===== src/rtl/sbus_pkg.sv =====
package sbus_pkg;

   typedef enum logic [1:0] {
      PH_IDLE = 2'd0,
      PH_ADDR = 2'd1,
      PH_WAIT = 2'd2
   } phase_t;

endpackage


===== src/rtl/sbus_req_hold.sv =====
module sbus_req_hold #(
   parameter int ADDR_W = 30,
   parameter int LANES  = 4,
   parameter int DATA_W = 32
) (
   input  logic              clk,
   input  logic              rst_n,
   input  logic              load,
   input  logic [ADDR_W-1:0] in_addr,
   input  logic [LANES-1:0]  in_lane_n,
   input  logic              in_write,
   input  logic              in_io,
   input  logic [DATA_W-1:0] in_wdata,
   output logic [ADDR_W-1:0] hold_addr,
   output logic [LANES-1:0]  hold_lane_n,
   output logic              hold_write,
   output logic              hold_io,
   output logic [DATA_W-1:0] hold_wdata
);

   always_ff @(posedge clk) begin
      if (!rst_n) begin
         hold_addr   <= '0;
         hold_lane_n <= '1;
         hold_write  <= 1'b0;
         hold_io     <= 1'b0;
         hold_wdata  <= '0;
      end else if (load) begin
         hold_addr   <= in_addr;
         hold_lane_n <= in_lane_n;
         hold_write  <= in_write;
         hold_io     <= in_io;
         hold_wdata  <= in_wdata;
      end
   end

endmodule


===== src/rtl/sbus_wait_timer.sv =====
module sbus_wait_timer #(
   parameter bit TMO_EN    = 1'b1,
   parameter int TMO_LIMIT = 8
) (
   input  logic clk,
   input  logic rst_n,
   input  logic in_wait,
   input  logic ready_n,
   output logic expire
);

   localparam int TMO_W = (TMO_LIMIT < 2) ? 1 : $clog2(TMO_LIMIT);

   generate
      if (TMO_EN) begin : g_timer
         logic [TMO_W-1:0] miss_cnt;
         logic             last_miss;

         assign last_miss = (miss_cnt == TMO_W'(TMO_LIMIT - 1));
         assign expire    = in_wait & ready_n & last_miss;

         always_ff @(posedge clk) begin
            if (!rst_n) begin
               miss_cnt <= '0;
            end else if (in_wait && ready_n && !last_miss) begin
               miss_cnt <= miss_cnt + 1'b1;
            end else begin
               miss_cnt <= '0;
            end
         end

         AST_WAIT_BOUND: assert property (@(posedge clk) disable iff (!rst_n)
            !in_wait |=> (miss_cnt == '0));
      end else begin : g_no_timer
         assign expire = 1'b0;
      end
   endgenerate

endmodule


===== src/rtl/sbus_phase_fsm.sv =====
module sbus_phase_fsm
   import sbus_pkg::*;
(
   input  logic   clk,
   input  logic   rst_n,
   input  logic   start,
   input  logic   ready_n,
   input  logic   expire,
   output phase_t phase,
   output logic   ok_finish,
   output logic   done_q,
   output logic   err_q
);

   phase_t phase_nx;
   logic   any_finish;

   assign ok_finish  = (phase == PH_WAIT) & ~ready_n;
   assign any_finish = ok_finish | ((phase == PH_WAIT) & expire);

   always_comb begin
      phase_nx = phase;
      unique case (phase)
         PH_IDLE: if (start)      phase_nx = PH_ADDR;
         PH_ADDR:                 phase_nx = PH_WAIT;
         PH_WAIT: if (any_finish) phase_nx = PH_IDLE;
         default:                 phase_nx = PH_IDLE;
      endcase
   end

   always_ff @(posedge clk) begin
      if (!rst_n) begin
         phase  <= PH_IDLE;
         done_q <= 1'b0;
         err_q  <= 1'b0;
      end else begin
         phase  <= phase_nx;
         done_q <= any_finish;
         err_q  <= any_finish & ~ok_finish;
      end
   end

   AST_ADDR_ONE_CLOCK: assert property (@(posedge clk) disable iff (!rst_n)
      (phase == PH_ADDR) |=> (phase == PH_WAIT));
   AST_START_FROM_IDLE: assert property (@(posedge clk) disable iff (!rst_n)
      (phase == PH_ADDR) |-> ($past(phase) == PH_IDLE));
   AST_DONE_SINGLE: assert property (@(posedge clk) disable iff (!rst_n)
      done_q |=> !done_q);
   AST_ERR_NEEDS_DONE: assert property (@(posedge clk) disable iff (!rst_n)
      err_q |-> done_q);

endmodule


===== src/rtl/sbus_data_lane.sv =====
module sbus_data_lane #(
   parameter int DATA_W = 32
) (
   input  logic              clk,
   input  logic              rst_n,
   input  logic              in_wait,
   input  logic              is_write,
   input  logic              capture,
   input  logic [DATA_W-1:0] wdata,
   input  logic [DATA_W-1:0] din,
   output logic [DATA_W-1:0] dout,
   output logic              doe,
   output logic [DATA_W-1:0] rdata
);

   assign doe  = in_wait & is_write;
   assign dout = wdata;

   always_ff @(posedge clk) begin
      if (!rst_n) begin
         rdata <= '0;
      end else if (capture) begin
         rdata <= din;
      end
   end

   AST_RDATA_HOLD: assert property (@(posedge clk) disable iff (!rst_n)
      (!capture) |=> $stable(rdata));

endmodule


===== src/rtl/sbus_master.sv =====
module sbus_master
   import sbus_pkg::*;
#(
   parameter int ADDR_W    = 30,
   parameter int DATA_W    = 32,
   parameter bit TMO_EN    = 1'b1,
   parameter int TMO_LIMIT = 8,
   localparam int LANES    = DATA_W / 8
) (
   input  logic              clk,
   input  logic              rst_n,
   input  logic              req_valid,
   input  logic [ADDR_W-1:0] req_addr,
   input  logic [LANES-1:0]  req_lane_n,
   input  logic              req_write,
   input  logic              req_io,
   input  logic [DATA_W-1:0] req_wdata,
   output logic              req_ready,
   output logic [ADDR_W-1:0] bus_addr,
   output logic [LANES-1:0]  bus_lane_n,
   output logic              bus_strobe_n,
   output logic              bus_mem_io,
   output logic              bus_wr_rd,
   output logic [DATA_W-1:0] bus_dout,
   output logic              bus_doe,
   input  logic [DATA_W-1:0] bus_din,
   input  logic              bus_ready_n,
   output logic              done,
   output logic              err,
   output logic [DATA_W-1:0] rdata
);

   generate
      if (DATA_W < 8 || DATA_W % 8 != 0) begin : g_bad_data_w
         $error("sbus_master: DATA_W must be a positive multiple of 8");
      end
      if (ADDR_W < 1 || ADDR_W > 62) begin : g_bad_addr_w
         $error("sbus_master: ADDR_W out of range");
      end
      if (TMO_EN && TMO_LIMIT < 1) begin : g_bad_tmo
         $error("sbus_master: TMO_LIMIT must be at least 1");
      end
   endgenerate

   phase_t phase;
   logic   accept;
   logic   in_wait;
   logic   ok_finish;
   logic   expire;
   logic   hold_io;
   logic   hold_write;
   logic [DATA_W-1:0] hold_wdata;

   assign req_ready    = (phase == PH_IDLE);
   assign accept       = req_valid & req_ready;
   assign in_wait      = (phase == PH_WAIT);
   assign bus_strobe_n = (phase != PH_ADDR);
   assign bus_mem_io   = ~hold_io;
   assign bus_wr_rd    = hold_write;

   sbus_req_hold #(
      .ADDR_W (ADDR_W),
      .LANES  (LANES),
      .DATA_W (DATA_W)
   ) u_hold (
      .clk         (clk),
      .rst_n       (rst_n),
      .load        (accept),
      .in_addr     (req_addr),
      .in_lane_n   (req_lane_n),
      .in_write    (req_write),
      .in_io       (req_io),
      .in_wdata    (req_wdata),
      .hold_addr   (bus_addr),
      .hold_lane_n (bus_lane_n),
      .hold_write  (hold_write),
      .hold_io     (hold_io),
      .hold_wdata  (hold_wdata)
   );

   sbus_wait_timer #(
      .TMO_EN    (TMO_EN),
      .TMO_LIMIT (TMO_LIMIT)
   ) u_timer (
      .clk     (clk),
      .rst_n   (rst_n),
      .in_wait (in_wait),
      .ready_n (bus_ready_n),
      .expire  (expire)
   );

   sbus_phase_fsm u_fsm (
      .clk       (clk),
      .rst_n     (rst_n),
      .start     (accept),
      .ready_n   (bus_ready_n),
      .expire    (expire),
      .phase     (phase),
      .ok_finish (ok_finish),
      .done_q    (done),
      .err_q     (err)
   );

   sbus_data_lane #(
      .DATA_W (DATA_W)
   ) u_data (
      .clk      (clk),
      .rst_n    (rst_n),
      .in_wait  (in_wait),
      .is_write (hold_write),
      .capture  (ok_finish & ~hold_write),
      .wdata    (hold_wdata),
      .din      (bus_din),
      .dout     (bus_dout),
      .doe      (bus_doe),
      .rdata    (rdata)
   );

   AST_FIELDS_HELD: assert property (@(posedge clk) disable iff (!rst_n)
      in_wait |-> $stable({bus_addr, bus_lane_n, bus_wr_rd, bus_mem_io}));
   AST_NO_DRIVE_IN_STROBE: assert property (@(posedge clk) disable iff (!rst_n)
      !bus_strobe_n |-> !bus_doe);

endmodule


===== config.mk =====
export PLATFORM = sky130hd
export DESIGN_NAME = sbus_master
export DESIGN_NICKNAME = d
export VERILOG_FILES = /design/src/rtl/sbus_pkg.sv /design/src/rtl/sbus_req_hold.sv /design/src/rtl/sbus_wait_timer.sv /design/src/rtl/sbus_phase_fsm.sv /design/src/rtl/sbus_data_lane.sv /design/src/rtl/sbus_master.sv
export SDC_FILE = /design/constraint.sdc
export NUM_CORES = 1
export LEC_CHECK = 0
export BUFFER_PORTS_ARGS = -buffer_cell sky130_fd_sc_hd__buf_2
export CAP_MARGIN = 10
export CORE_ASPECT_RATIO = 1.5
export CORE_MARGIN = 2
export CORE_UTILIZATION = 45
export DETAILED_ROUTE_END_ITERATION = 7
export HOLD_SLACK_MARGIN = 0.1
export PLACE_DENSITY = 0.8
export SLEW_MARGIN = 20
export SYNTH_ARGS = -nofsm -noshare
export SYNTH_HDL_FRONTEND = slang
export SYNTH_HIERARCHICAL = 1
export SYNTH_SLANG_ARGS = --single-unit

===== constraint.sdc =====
create_clock -name clk -period 1.53 [get_ports clk]
set_input_delay 0.306 -clock clk [delete_from_list [all_inputs] [get_ports clk]]
set_output_delay 0.306 -clock clk [all_outputs]
set_load 0.03 [all_outputs]

== After elaboration in Yosys (flattened, before gate mapping) ==
Cells that the tools add are included.

* $add $sub $neg: 1
* Equal/unequal tests: 6
* Mux-type cells: 3
* Bitwise logic cells: 13
* Reductions and logical operators: 6

{| class="wikitable"
|+ Operator list
! cell !! number
|-
| 1-bit AND || 8
|-
| 2-bit case mux with 3 select lines || 1
|-
| 2-bit 2-to-1 mux || 2
|-
| 2-bit by 1-bit inequality test with 1-bit output (second input constant) || 2
|-
| 1-bit NOT || 4
|-
| 2-bit AND reduction || 2
|-
| 3-bit by 1-bit adder with 3-bit output (second input constant) || 1
|-
| 3-bit equality test (second input constant) || 1
|-
| 2-bit by 1-bit equality test with 1-bit output (second input constant) || 1
|-
| 2-bit equality test (second input constant) || 1
|-
| 1-bit logical AND || 2
|-
| 2-bit zero test || 1
|-
| 2-bit inequality test (second input constant) || 1
|-
| 1-bit zero test || 1
|-
| 1-bit OR || 1
|}

* Register bits: 107
* Input bits: 104
* Output and inout bits: 105
* Logic and storage cells: 39

== Longest topological paths before layout ==
* Depth after elaboration: 7
* Depth in mapped cells: 6
* Mapped depth without buffers: 5

== By module ==
Netlist, hierarchy kept.

{| class="wikitable"
|+ Modules (own cells, without submodules)
! module !! instances !! cells each !! area an instance (µm²)
|-
| sbus_req_hold || 1 || 219 || 2577.5
|-
| sbus_data_lane || 1 || 136 || 1490.2
|-
| sbus_phase_fsm || 1 || 15 || 146.4
|-
| sbus_wait_timer || 1 || 10 || 122.6
|-
| sbus_master || 1 || 6 || 38.8
|}

== Least setup slack after synthesis ==
No wires, ideal clock.

* Kind: register -> register
* From: register u_fsm.phase[1]
* To: register u_data.rdata[0]
* Library setup time: 116 ps
* Arrival time: 1260 ps
* Required time: 1414 ps
* Slack: 154 ps
* Cell stages (with the launch flop): 7
* Buffers on the path: 2
* Period minus slack after synthesis: 1376 ps
* Cell sequence: dfxtp_1 nor3b_1 nor2b_1 buf_6 buf_12 mux2i_1 nor2b_1

* Cells in the longest elaborated chain, start to end: 3

{| class="wikitable"
|+ Ends and longest elaborated chain
! element !! line !! text
|-
| from (decl) || sbus_phase_fsm.sv:9 || <nowiki>output phase_t phase,</nowiki>
|-
| from (signal assigned) || sbus_phase_fsm.sv:37 || <nowiki>phase <= phase_nx;</nowiki>
|-
| 2-bit equality test || sbus_phase_fsm.sv:18 || <nowiki>assign ok_finish = (phase == PH_WAIT) & ~ready_n;</nowiki>
|-
| 1-bit AND || sbus_phase_fsm.sv:18 ||
|-
| named net ok_finish || sbus_master.sv:48 || <nowiki>logic ok_finish;</nowiki>
|-
| 1-bit AND || sbus_master.sv:111 || <nowiki>.capture (ok_finish & ~hold_write),</nowiki>
|-
| to (signal assigned) || sbus_data_lane.sv:23 || <nowiki>rdata <= din;</nowiki>
|-
| to (decl) || sbus_data_lane.sv:13 || <nowiki>output logic [DATA_W-1:0] rdata</nowiki>
|}

The timed path passes the listed nets, and every way through them passes these cells.
A chain may end at the register's enable or synchronous reset.

== Worst setup path in the final report ==
* From: register u_fsm.phase[1]
* To: register u_data.rdata[25]

The elaborated chain is that of the path after synthesis.

==> results by stage <==
Global routing:
- Global routing finished with a remaining overflow of 0.
- Entering global routing, the biggest net connects 46 pins.
- The wire length of the first global-routing pass is 14290 um.
- The via count of the first global-routing pass is slightly above 3000.
- The initial antenna violation count is 0.
- The overall track demand over capacity in global routing is 16.66%.

Routing:
- After detailed routing, the average wire length per cell comes to ~14 um.
- The first detailed-routing pass ran for 4 iterations.
- The final wirelength is 9684 um.
- The vias after detailed routing is 3242.
- The number of nets with antenna violations after routing is 0.
- The number of design rule violations left after detail routing is 0.
- Dividing the detail-routed via count by the number of cells gives 4.671.
- The count of routing violations after the opening detailed-route iteration is 84.

Critical path:
- STA classifies the critical path endpoint as a register.
- For the worst setup path, the data arrival time is 1770 ps.
- The type of the setup path with the least slack is reg2reg.
- The maximum fanout count along the critical path is 10.
- The kind of start point of the critical path is a register.
- The required arrival time at the worst endpoint is between 1500 and 2000 ps.

Timing:
- The achievable frequency is ~0.65 GHz.
- The worst-case hold slack is approximately 190 ps.
- The final critical-path required period is approximately 1500 ps.
- Between clock sinks in the finished design, the worst skew comes to about 7.2 ps.
- The relative slew slack is 78.66%.
- The final number of hold-violating endpoints is 0.
- The post-route fraction of the period consumed by the critical path is 101.0%.
- Setup repair after global routing could not meet its margin everywhere.
- The max-slew violation count is 0.
- The pin slew with the least headroom to its limit is 320.0 ps.
- Setup violations remaining at the end of the flow were counted as 5.
- Across all setup checks in the final design, the least slack found is -15.07 ps.

Power and ir drop:
- The worst supply voltage drop on vdd is just over 0.0007 V.
- Summed over all cells, the static leakage comes to 2.762 nW.
- For this design the ratio of total power to cell area is 1137 mW/mm^2.

Run status:
- The run finished, with violations left.
- The final reports fail on negative setup slack.

Job:
- The max capacitance violation total is 0.

Yosys:
- For this run, the leading register cell type out of synthesis is dfxtp_1.
- The sequential area share after synthesis is 48.96%.
- The number of unique standard cell types used by synthesis is 25.
- The multiplexer fraction of the synthesized cell area is a little under a quarter.
- The synthesized instance count is 386.
- A synthesized cell averages around 11 um^2.
- dfxtp_1 is the most common cell in the netlist.
- The proportion of synthesized flip-flops having asynchronous set or reset is 0%.
- After synthesis, the most frequently instantiated cells are 107 x dfxtp_1, 100 x mux2i_1, 99 x nor2b_1.
- Of the post-synthesis cell area, the dominant cell type holds 48.96%.
- Counting flops with a built-in enable in the synthesized netlist gives 0.
- The post-synthesis simple-gate area fraction is around 17%.
- The total of warnings raised by yosys is 6.
- The library cell with the largest summed area after synthesis is dfxtp_1.
- The post-synthesis instance area is approximately 0.0044 mm^2.
- The number of nets in the synthesized netlist is 492.
- After Yosys synthesis, full adders, half adders and majority gates account for 0.5719% of the synthesized area.
- By area, the combinational part of the netlist is dominated by multiplexers.
- The xor and xnor fraction of the mapped netlist area is 0%.
- The number of synthesized register bits is 107.
- The synthesized netlist devotes 0.2860% of its cell area to compound gates.
- Yosys attributes the largest share of cell area to dfxtp_1 49%, mux2i_1 23%, nor2b_1 14%, buf_4 6.3%, buf_12 2.3%.

Floorplan:
- In this run the core area contains 44 standard-cell rows.
- The area of the core is approximately 0.0096 mm^2.
- Measured along the y axis, the die boundary spans 124.8 um.
- For this configuration, the core starts out at a cell density of 45.68%.
- The die boundary width is roughly 85 um.
- The overall die area is 0.01054 mm^2.
- 209 I/O pins were placed.

Place:
- Routability-driven placement finished with a final weighted congestion of between 0.7 and 0.8.
- The sum of net half-perimeters after detailed placement is 6786 um.
- During placement, the flow inserted port buffers numbering 208.

Layout:
- The layout has 794 filler cells.
- The count of nets after finishing is 682.
- The number of antenna diodes in the final layout is 0.
- The share of the core filled with cells is about three fifths.
- In the final layout, the multi-input gates occupy 0.001815 mm^2.
- The area taken by flip-flops and latches is 0.002150 mm^2.
- In the final layout, the share of cells above drive strength 1 is 44.21%.
- The area growth from synthesis to layout is 33.03%.

Clocking:
- Clock-pin slew was measured on the worst setup and hold paths at 70 ps.
- The cell chosen for the clock root is clkbuf_16.
- The H-tree level count is 3.
- The number of clock buffers inserted by TritonCTS is 9.
- The count of hold-fix buffers inserted at cts is 0.
- TritonCTS built the clock tree.
- Clock tree synthesis found a total of around 110 sinks.
- For the worst-skew pair, the clock arrives at the later sink with an insertion delay of 330 ps.
- The maximum buffer depth of the clock tree is 2.

Hold path:
- The type of the tightest min-delay check is in2reg.
-- final timing paths --
check,startpoint,end,slack [ps],cells after the start
worst max-delay path,u_fsm/phase[1],u_data/rdata[25],-20,7
worst max register to register,u_fsm/phase[1],u_data/rdata[25],-20,7
worst min register to register,u_timer/g_timer.miss_cnt[0],u_timer/g_timer.miss_cnt[0],440,1
worst min-delay path,req_lane_n[2],u_hold/hold_lane_n[2],190,3
-- worst max-delay path, cell delays in order, from the launching register on --
cell and delay [ps]:
dfxtp_4 350, buf_6 110, nor3b_2 180, nor2b_4 230
buf_4 140, clkbuf_16 160, mux2i_1 190, nor2b_1 70
-- where the power goes --
group | switching [mW] | internal [mW] | total (mW)
sequential | 0.0818 | 2.94 | 3.02
clock | 0.943 | 1.46 | 2.41
combinational | 0.671 | 0.520 | 1.19
-- metal layers --
metal,track usage (%),routed length (um),up-vias,share of wire (%)
li1,-,-,1614,-
met1,18.27,3789,1488,39
met2,30.38,5148,133,53
met3,3.910,631,7,6.5
met4,6.443,114,0,1.2
met5,0,0,-,0
-- final cells by class --
class	count	area share, %
Timing Repair Buffer	233	23.86
Inverter	2	0.1290
Clock inverter	4	1.311
Clock buffer	10	4.106
Tap cell	115	2.472
Sequential cell	107	36.93
Multi-Input combinational cell	223	31.19
-- logic make-up after synthesis --
group / after synthesis
buf+inv: 56
compound gates: 2
flops: 107
simple gates: 119
mux: 100
fa+ha+maj: 2
-- cell usage in the layout, fill, tap and decap left out, drive strengths merged --
cell type,count
buf,229
dfxtp,107
mux2i,100
nor2b,100
clkbuf,14
nand2,6
and2,3
nor2,2
inv,2
bufinv,2
ha,2
nor3b,2
nand2b,1
clkinvlp,1
clkinv,1
and4bb,1
o21a,1
nand3b,1
a21oi,1
nor3,1
and3,1
and4b,1
-- through the flow --
step | setup slack [ps] | TNS (ps) | instance area (um^2) | power (mW) | std cells
after floorplan | 154.1 | 0 | 4375 | 3.937 | 386
after global placement | 106.0 | 0 | 5269 | 4.177 | 665
after detailed placement | 31.30 | 0 | 5269 | 4.209 | 665
after CTS | -0.05451 | -0.05451 | 5627 | 6.644 | 680
after global routing | -89.46 | -1485 | 5821 | 6.896 | 694
final | -15.07 | -22.74 | 5821 | 6.618 | 694
-- timing repair --
item                                    in CTS  in global routing
gates resized for setup                     12                  7
buffers inserted                             1                 10
gates cloned                                 0                  4
endpoints found under the setup margin       2                 55
pin swaps                                    1                  1
endpoints found under the hold margin        0                  0
-- state kept, by name (all words and copies together) (netlist names) --
register / count
u_hold/hold_wdata: 32
u_hold/hold_write: 1
u_fsm/phase: 2
u_data/rdata: 32
u_fsm/done_q: 1
u_timer/g_timer.miss_cnt: 3
u_hold/hold_io: 1
u_fsm/err_q: 1
u_hold/hold_addr: 30
u_hold/hold_lane_n: 4
No activity file was read; power rests on OpenSTA's default activity.
